$ cat src/rtl/pcg_pkg.sv
// Shared types for the clock stop gate.
// A source bundle carries the level of a divided clock in the current fast
// cycle and a look-ahead of the next cycle, so gating can be registered.
package pcg_pkg;

    typedef struct packed {
        logic lvl_cur;   // source level in this fast cycle
        logic lvl_nxt;   // source level in the next fast cycle
        logic rise_nxt;  // next fast cycle is the first high cycle
        logic fall_nxt;  // next fast cycle is the first low cycle
    } src_t;

endpackage

$ cat src/rtl/pcg_src_div.sv
// Divider producing the slow source and the double-rate source from one counter.
// Assumes HALF33 is even and at least 2. Both sources rise together at phase 0;
// reset parks the counter at the last phase so the first edge after reset is a rise.
module pcg_src_div
    import pcg_pkg::*;
#(
    parameter int HALF33 = 4
) (
    input  logic clk,
    input  logic rst_n,
    output src_t src33_o,
    output src_t src66_o
);
    localparam int PER33  = 2 * HALF33;
    localparam int PER66  = HALF33;
    localparam int HALF66 = HALF33 / 2;
    localparam int CW     = $clog2(PER33);

    logic [CW-1:0] cnt_q;
    logic [CW-1:0] cnt_nxt;
    logic [CW-1:0] ph66_nxt;
    logic          lvl33_q;
    logic          lvl66_q;

    // Next phase of the shared counter, wrapping at the slow period.
    always_comb begin
        cnt_nxt = (cnt_q == CW'(PER33 - 1)) ? '0 : cnt_q + 1'b1;
    end

    // Phase of the double-rate source, folded from the shared counter.
    always_comb begin
        ph66_nxt = (cnt_nxt >= CW'(PER66)) ? cnt_nxt - CW'(PER66) : cnt_nxt;
    end

    // Counter and current source levels.
    always_ff @(posedge clk) begin
        if (!rst_n) begin
            cnt_q   <= CW'(PER33 - 1);
            lvl33_q <= 1'b0;
            lvl66_q <= 1'b0;
        end else begin
            cnt_q   <= cnt_nxt;
            lvl33_q <= (cnt_nxt < CW'(HALF33));
            lvl66_q <= (ph66_nxt < CW'(HALF66));
        end
    end

    // Pack the slow source bundle.
    always_comb begin
        src33_o.lvl_cur  = lvl33_q;
        src33_o.lvl_nxt  = (cnt_nxt < CW'(HALF33));
        src33_o.rise_nxt = (cnt_nxt == '0);
        src33_o.fall_nxt = (cnt_nxt == CW'(HALF33));
    end

    // Pack the double-rate source bundle.
    always_comb begin
        src66_o.lvl_cur  = lvl66_q;
        src66_o.lvl_nxt  = (ph66_nxt < CW'(HALF66));
        src66_o.rise_nxt = (ph66_nxt == '0);
        src66_o.fall_nxt = (ph66_nxt == CW'(HALF66));
    end

    // every slow rising boundary is also a double-rate rising boundary.
    p_rate_align_r7: assert property (@(posedge clk) disable iff (!rst_n)
        src33_o.rise_nxt |-> src66_o.rise_nxt);

endmodule

$ cat src/rtl/pcg_sync2.sv
// Two-flop synchronizer for the asynchronous stop request.
// Resets to RST_VAL, the "not stopping" level, so outputs run after reset.
module pcg_sync2 #(
    parameter logic RST_VAL = 1'b1
) (
    input  logic clk,
    input  logic rst_n,
    input  logic d_i,
    output logic q_o
);
    logic meta_q;
    logic sync_q;

    // Capture and re-time the asynchronous level.
    always_ff @(posedge clk) begin
        if (!rst_n) begin
            meta_q <= RST_VAL;
            sync_q <= RST_VAL;
        end else begin
            meta_q <= d_i;
            sync_q <= meta_q;
        end
    end

    assign q_o = sync_q;

endmodule

$ cat src/rtl/pcg_gate_cell.sv
// One glitch-free gated output. The run flag is loaded only at the source's
// rising boundary and cleared only at its falling boundary, and the output is
// a register of source level AND run flag. Pulses are therefore whole.
// Assumes the source bundle does not switch rate while out of reset.
module pcg_gate_cell
    import pcg_pkg::*;
#(
    parameter int PER_MAX = 8
) (
    input  logic clk,
    input  logic rst_n,
    input  src_t src_i,
    input  logic want_i,
    output logic clk_o
);
    localparam int IW = $clog2(PER_MAX + 1);

    logic          run_q;
    logic          run_d;
    logic          out_q;
    logic [IW-1:0] idle_q;

    // Run flag changes only on a source phase boundary.
    always_comb begin
        run_d = run_q;
        if (src_i.rise_nxt) begin
            run_d = want_i;
        end else if (src_i.fall_nxt && !want_i) begin
            run_d = 1'b0;
        end
    end

    // Register the gated output and the run flag.
    always_ff @(posedge clk) begin
        if (!rst_n) begin
            run_q <= 1'b0;
            out_q <= 1'b0;
        end else begin
            run_q <= run_d;
            out_q <= src_i.lvl_nxt & run_d;
        end
    end

    // Checker counter: consecutive cycles with the output not wanted.
    always_ff @(posedge clk) begin
        if (!rst_n) begin
            idle_q <= '0;
        end else if (want_i) begin
            idle_q <= '0;
        end else if (idle_q != IW'(PER_MAX)) begin
            idle_q <= idle_q + 1'b1;
        end
    end

    assign clk_o = out_q;

    // the output rises only together with its source.
    p_rise_aligned_r4: assert property (@(posedge clk) disable iff (!rst_n)
        $rose(out_q) |-> $rose(src_i.lvl_cur));

    // the output falls only together with its source.
    p_fall_aligned_r3: assert property (@(posedge clk) disable iff (!rst_n)
        $fell(out_q) |-> $fell(src_i.lvl_cur));

    // the output is never high while the source is low.
    p_low_with_src_r10: assert property (@(posedge clk) disable iff (!rst_n)
        !src_i.lvl_cur |-> !out_q);

    // a full slow period without a run request leaves the output low.
    p_off_held_low_r9: assert property (@(posedge clk) disable iff (!rst_n)
        (idle_q == IW'(PER_MAX)) |-> !out_q);

endmodule

$ cat src/rtl/pclk_stop_gate.sv
// Top of the clock stop gate. One divider feeds NUM_PCLK gated outputs and one
// dedicated output. The synchronized stop request applies only to outputs at
// the slow rate that are not free-running.
// Assumes fast_sel_i is static outside reset.
module pclk_stop_gate
    import pcg_pkg::*;
#(
    parameter int NUM_PCLK = 8,
    parameter int HALF33   = 4
) (
    input  logic                clk,
    input  logic                rst_n,
    input  logic                stop_n_i,
    input  logic [NUM_PCLK-1:0] pclk_en_i,
    input  logic [NUM_PCLK-1:0] free_run_i,
    input  logic [NUM_PCLK-1:0] fast_sel_i,
    input  logic                fixed_en_i,
    output logic [NUM_PCLK-1:0] pclk_o,
    output logic                fixed_clk_o
);
    localparam int PER33 = 2 * HALF33;

    src_t src33;
    src_t src66;
    logic run_ok_n;

    pcg_src_div #(.HALF33(HALF33)) u_div (
        .clk     (clk),
        .rst_n   (rst_n),
        .src33_o (src33),
        .src66_o (src66)
    );

    pcg_sync2 #(.RST_VAL(1'b1)) u_sync (
        .clk   (clk),
        .rst_n (rst_n),
        .d_i   (stop_n_i),
        .q_o   (run_ok_n)
    );

    // Per-output rate select, stop exemption and gate.
    for (genvar g = 0; g < NUM_PCLK; g++) begin : g_out
        src_t src_g;
        logic want_g;
        assign src_g  = fast_sel_i[g] ? src66 : src33;
        assign want_g = pclk_en_i[g] & (run_ok_n | free_run_i[g] | fast_sel_i[g]);

        pcg_gate_cell #(.PER_MAX(PER33)) u_cell (
            .clk    (clk),
            .rst_n  (rst_n),
            .src_i  (src_g),
            .want_i (want_g),
            .clk_o  (pclk_o[g])
        );
    end

    // Dedicated output: enable only, never stopped.
    pcg_gate_cell #(.PER_MAX(PER33)) u_fixed (
        .clk    (clk),
        .rst_n  (rst_n),
        .src_i  (src33),
        .want_i (fixed_en_i),
        .clk_o  (fixed_clk_o)
    );

endmodule

$ cat config.mk
export PLATFORM = sky130hd
export DESIGN_NAME = pclk_stop_gate
export DESIGN_NICKNAME = d
export VERILOG_FILES = /design/src/rtl/pcg_pkg.sv /design/src/rtl/pcg_src_div.sv /design/src/rtl/pcg_sync2.sv /design/src/rtl/pcg_gate_cell.sv /design/src/rtl/pclk_stop_gate.sv
export SDC_FILE = /design/constraint.sdc
export NUM_CORES = 1
export LEC_CHECK = 0
export ABC_CLOCK_PERIOD_IN_PS = 3500
export BUFFER_PORTS_ARGS = -buffer_cell sky130_fd_sc_hd__buf_2
export CAP_MARGIN = 20
export CORE_MARGIN = 2
export CORE_UTILIZATION = 34
export CTS_CLUSTER_SIZE = 30
export DETAILED_ROUTE_END_ITERATION = 10
export SYNTH_ARGS = -nofsm -noshare
export SYNTH_HDL_FRONTEND = slang
export SYNTH_HIERARCHICAL = 1
export SYNTH_SLANG_ARGS = --single-unit
$ cat constraint.sdc
create_clock -name clk -period 3.5 [get_ports clk]
set_input_delay 0.7 -clock clk [delete_from_list [all_inputs] [get_ports clk]]
set_output_delay 0.7 -clock clk [all_outputs]
set_load 0.1 [all_outputs]
### Yosys cells after proc, flatten, opt, wreduce, memory -nomap -nowiden

Cells that the tools add are included.

* register bits after elaboration: 23
* latch bits: 0
* memory bits (writable): 0
* memory bits (read-only): 0
* bits of input ports: 28
* output and inout port bits: 9
* logic and storage cells: 110
* memories: 0

* add/sub/neg operators: 2
* multipliers: 0
* div/mod/pow operators: 0
* magnitude comparators: 3
* equal/unequal tests: 3
* shifts and indexed selects: 0
* muxes and demuxes: 28
* bitwise operators: 33
* reductions and logical operators: 20

Operators by type and width (count)
* two-way mux 3 bit: 10
* two-way mux 1 bit: 18
* AND 1 bit: 17
* OR 1 bit: 16
* logical AND 1 bit: 9
* zero test 1 bit: 9
* == test 3 bit (second input constant): 2
* zero test 3 bit: 2
* adder 3 x 1 -> 3 bit (second input constant): 1
* == test 3 x 2 -> 1 bit (second input constant): 1
* greater-or-equal comparator 3 bit (second input constant): 1
* less-than comparator 3 x 2 -> 1 bit (second input constant): 1
* less-than comparator 3 bit (second input constant): 1
* subtractor 3 bit (second input constant): 1

### Logic depth before layout (Yosys ltp)

* word-level depth: 10
* mapped depth: 6
* depth with buffers taken out: 6

### Modules after synthesis

Netlist, hierarchy kept.

Modules (own cells, without submodules)
* pcg_gate_cell: instances 9, cells each 5, area each 72.6 um2, seq. area each 40.0 um2
* pclk_stop_gate: instances 1, cells each 41, area each 441.7 um2, seq. area each 0.0 um2
* pcg_src_div: instances 1, cells each 20, area each 216.5 um2, seq. area each 100.1 um2
* pcg_sync2: instances 1, cells each 4, area each 52.6 um2, seq. area each 40.0 um2

### Worst setup path after synthesis

Ideal clock, no wire load.

* path type: flip-flop to flip-flop
* start: reg u_div.cnt_q[0]
* end: reg g_out[2].u_cell.out_q
* library setup time: 118 ps
* arrival: 1808 ps
* required time: 3382 ps
* path slack: 1575 ps
* stages on the path, launching flop included: 7
* path buffers: 0
* period minus slack after synthesis: 1925 ps
* cells stage by stage: dfxtp_1 -> ha_1 -> ha_1 -> nor2b_1 -> mux2_2 -> o21bai_2 -> o2111a_1

RTL lines
* start: declaration: RTL line pcg_src_div.sv:19 `logic [CW-1:0] cnt_q;`
* start signal: assignment: RTL line pcg_src_div.sv:38 `cnt_q <= CW'(PER33 - 1);`
* start signal: assignment: RTL line pcg_src_div.sv:42 `cnt_q <= cnt_nxt;`
* end signal: assignment: RTL line pcg_gate_cell.sv:40 `out_q <= src_i.lvl_nxt & run_d;`
* end: declaration: RTL line pcg_gate_cell.sv:20 `logic out_q;`

==> flow_summary.html <==
<table>
<tr><th>Metric</th><th>Value</th></tr>
<tr><th colspan="2">Critical path</th></tr>
<tr><td>Most used cell along the critical path</td><td>sky130_fd_sc_hd__ha_1</td></tr>
<tr><td>Worst reg2reg path depth</td><td>6</td></tr>
<tr><td>Worst-path cell chain</td><td>ha_1 -&gt; ha_1 -&gt; nor2b_1 -&gt; mux2_2 -&gt; o21bai_2 -&gt; o2111a_1</td></tr>
<tr><td>End of the worst register-to-register path</td><td>g_out[2].u_cell/clk_o$_SDFF_PN0_</td></tr>
<tr><td>Stages on the worst setup path</td><td>6</td></tr>
<tr><td>Kind of capture point of the worst setup path</td><td>register</td></tr>
<tr><td>Reg-to-reg slack, setup</td><td>1100 ps</td></tr>
<tr><td>R2r startpoint</td><td>u_div/cnt_q[0]$_SDFF_PN1_</td></tr>
<tr><td>Endpoint required time on the critical path</td><td>3710 ps</td></tr>
<tr><td>Family with the most delay on the worst path</td><td>adder cells</td></tr>
<tr><td>Largest driver fanout on the critical path</td><td>11</td></tr>
<tr><td>CP startpoint kind</td><td>register</td></tr>
<tr><td>Bufs and invs on worst path</td><td>0</td></tr>
<tr><td>CP endpoint</td><td>g_out[2].u_cell/clk_o$_SDFF_PN0_</td></tr>
<tr><td>CP Data Arrival Time</td><td>2620 ps</td></tr>
<tr><td>Worst setup path category</td><td>reg -&gt; reg</td></tr>
<tr><td>Setup crit start</td><td>u_div/cnt_q[0]$_SDFF_PN1_</td></tr>
<tr><td>Peak per-stage delay on the critical path</td><td>620 ps</td></tr>
<tr><td>Slowest cell on the critical path</td><td>sky130_fd_sc_hd__nor2b_1</td></tr>
<tr><th colspan="2">Cells and area</th></tr>
<tr><td>Nets@finish</td><td>168</td></tr>
<tr><td>Area Growth Syn to Fin</td><td>21.1%</td></tr>
<tr><td>Number of antenna cells inserted</td><td>0</td></tr>
<tr><td>Final Instance Area</td><td>0.00146 mm²</td></tr>
<tr><td>Layout cell share with drive strength beyond 1</td><td>54.1%</td></tr>
<tr><th colspan="2">Clock network</th></tr>
<tr><td>Maximum clock path buffer count</td><td>2</td></tr>
<tr><td>Clock tree from TritonCTS</td><td>yes</td></tr>
<tr><td>Insertion delay of the later-clocked pin in the worst-skew pair</td><td>310 ps</td></tr>
<tr><td>Cts hold-fix bufs</td><td>0</td></tr>
<tr><td>Depth of the CTS H-tree</td><td>1</td></tr>
<tr><td>Sink count of the clock tree</td><td>23</td></tr>
<tr><td>Post-CTS Setup Repair Bufs</td><td>0</td></tr>
<tr><td>Inserted Clock Buffers</td><td>3</td></tr>
<tr><td>Post-cts resize count</td><td>0</td></tr>
<tr><td>Clock slew at the register clock pins of the worst setup and hold paths</td><td>130 ps</td></tr>
<tr><td>Cell chosen for the clock root</td><td>sky130_fd_sc_hd__clkbuf_4</td></tr>
<tr><th colspan="2">Timing</th></tr>
<tr><td>Pins Over Slew Limit</td><td>0</td></tr>
<tr><td>Share of the clock period used by the worst path after layout</td><td>68.7%</td></tr>
<tr><td>Number of hold violations in the final report</td><td>0</td></tr>
<tr><td>Setup TNS</td><td>0 ps</td></tr>
<tr><td>Clock Skews</td><td>3.16 ps</td></tr>
<tr><td>Number of setup violations in the final report</td><td>0</td></tr>
<tr><td>RSZ-0062 raised after global routing</td><td>false</td></tr>
<tr><td>Worst relative slew slack</td><td>49.2%</td></tr>
<tr><td>Min cycle time layout</td><td>2400 ps</td></tr>
<tr><td>Worst Max-Slew Pin Slew</td><td>761 ps</td></tr>
<tr><td>Max Clock Freq</td><td>0.416 GHz</td></tr>
<tr><th colspan="2">Synthesis</th></tr>
<tr><td>Syn Area/Cell</td><td>12.6 µm²</td></tr>
<tr><td>Count of mapped cells out of synthesis</td><td>96</td></tr>
<tr><td>Cell area after technology mapping</td><td>0.00121 mm²</td></tr>
<tr><td>Total of warnings raised by yosys</td><td>6</td></tr>
<tr><td>Synth Net Count</td><td>128</td></tr>
<tr><th colspan="2">Power and ir drop</th></tr>
<tr><td>Pleak</td><td>0.732 nW</td></tr>
<tr><td>Highest ir drop seen on vdd</td><td>0.000298 V</td></tr>
<tr><td>Cell area power density</td><td>635 mW/mm²</td></tr>
<tr><th colspan="2">Global routing</th></tr>
<tr><td>Number of antenna violations at the first check in global routing</td><td>0</td></tr>
<tr><td>Global-route wire length before repair</td><td>4310 µm</td></tr>
<tr><td>Largest net degree at the start of global routing</td><td>24</td></tr>
<tr><td>Total grt overflow</td><td>0</td></tr>
<tr><td>Overall fraction of global-route tracks in use</td><td>13.6%</td></tr>
<tr><td>Via count of the first global-routing pass</td><td>965</td></tr>
<tr><th colspan="2">Hold path</th></tr>
<tr><td>Count of cells along the worst hold path</td><td>1</td></tr>
<tr><td>Class of the tightest hold or removal check</td><td>reg -&gt; reg</td></tr>
<tr><th colspan="2">Die</th></tr>
<tr><td>Die Outline Area</td><td>0.00404 mm²</td></tr>
<tr><td>Chip height</td><td>63.6 µm</td></tr>
<tr><td>Site row count</td><td>21</td></tr>
<tr><td>Top-level port count</td><td>37</td></tr>
<tr><td>Initial Util</td><td>35.9%</td></tr>
<tr><td>Die X-Extent</td><td>63.6 µm</td></tr>
<tr><td>Core outline area</td><td>0.00336 mm²</td></tr>
<tr><th colspan="2">Placed design</th></tr>
<tr><td>IO buf count</td><td>36</td></tr>
<tr><td>Post-place instance area</td><td>0.00143 mm²</td></tr>
<tr><td>HPWL after DPL</td><td>1750 µm</td></tr>
<tr><td>Final estimated routing congestion in global placement</td><td>0.661</td></tr>
<tr><th colspan="2">Detailed routing</th></tr>
<tr><td>Routed wirelength normalized by instance count</td><td>13.8 µm</td></tr>
<tr><td>Final wirelength</td><td>2500 µm</td></tr>
<tr><td>DRC violation count after routing</td><td>0</td></tr>
<tr><td>Number of DRC markers in iteration 0</td><td>12</td></tr>
<tr><td>Via/cell ratio</td><td>5.24</td></tr>
<tr><td>Drt first pass iters</td><td>4</td></tr>
<tr><td>Total via count in the routed design</td><td>948</td></tr>
<tr><td>Antenna Nets Post-Route</td><td>0</td></tr>
<tr><th colspan="2">Job</th></tr>
<tr><td>Max cap viols</td><td>0</td></tr>
<tr><th colspan="2">Run status</th></tr>
<tr><td>Run status</td><td>finished, final reports clean</td></tr>
</table>
==> through the flow <==
step                hold slack [ps]  power (mW)  util (%)  instances  setup WS, ps
finish                          430       0.928      43.4        181          1100
global route                    448       0.988      43.4        181           941
CTS                             438       0.936      43.4        181          1130
detailed placement              401       0.808      42.6        177          1150
global placement                393       0.798      42.6        177          1330
floorplan                       386       0.714         -         96          1590
==> worst min-delay path by stage <==
stage	start	endpoint	slack, ps
floorplan	u_sync/meta_q$_SDFF_PN1_	u_sync/q_o$_SDFF_PN1_	390
global placement	u_sync/meta_q$_SDFF_PN1_	u_sync/q_o$_SDFF_PN1_	390
detailed placement	u_sync/meta_q$_SDFF_PN1_	u_sync/q_o$_SDFF_PN1_	400
CTS	u_sync/meta_q$_SDFF_PN1_	u_sync/q_o$_SDFF_PN1_	440
global route	u_sync/meta_q$_SDFF_PN1_	u_sync/q_o$_SDFF_PN1_	450
finish	u_sync/meta_q$_SDFF_PN1_	u_sync/q_o$_SDFF_PN1_	430
==> layout by cell type, fill, tap and decap left out, drive strengths merged, types with 3 or more instances in the layout <==
master / instances
buf: 36
clkbuf: 3
dfxtp: 23
ha: 4
mux2: 24
nand2b: 3
o2111a: 9
o211a: 10
o21bai: 9
o31a: 8
==> cell type report <==
class	instances	area (µm²)
timing repair buffer	36	180
inverter	2	7.51
fill	365	1900
clock inverter	1	5.00
clock buffer	3	22.5
sequential	23	460
tap	46	57.6
multi-input combinational	70	727
==> report_power, final <==
part / total, mW / switching [mW] / internal (mW)
Sequential: 0.335 / 0.0222 / 0.313
Combinational: 0.467 / 0.301 / 0.166
Clock: 0.125 / 0.0824 / 0.0427
==> worst register-to-register path: cells and delay by family, from the launching register on <==
family | cells | cell delay, ps
adders and majority gates | 2 | 710
and+or+nand+nor | 1 | 620
muxes | 1 | 340
DFF | 1 | 420
AOI/OAI and AO/OA | 2 | 230
==> sequential cells by signal (all words and copies together) (netlist names) <==
name and flops:
g_out.u_cell/clk_o 8, g_out.u_cell/run_q 8, u_div/cnt_q 3, u_fixed/clk_o 1, u_fixed/run_q 1, u_sync/meta_q 1
u_sync/q_o 1
==> routing by layer <==
layer	global-route usage [%]	up-vias	wire length, µm
met1	16.9	459	1180
met3	3.04	2	102
met2	22.6	21	1190
met4	5.71	0	23
met5	0	-	0
li1	-	466	-
No activity file was read; power rests on OpenSTA's default activity.
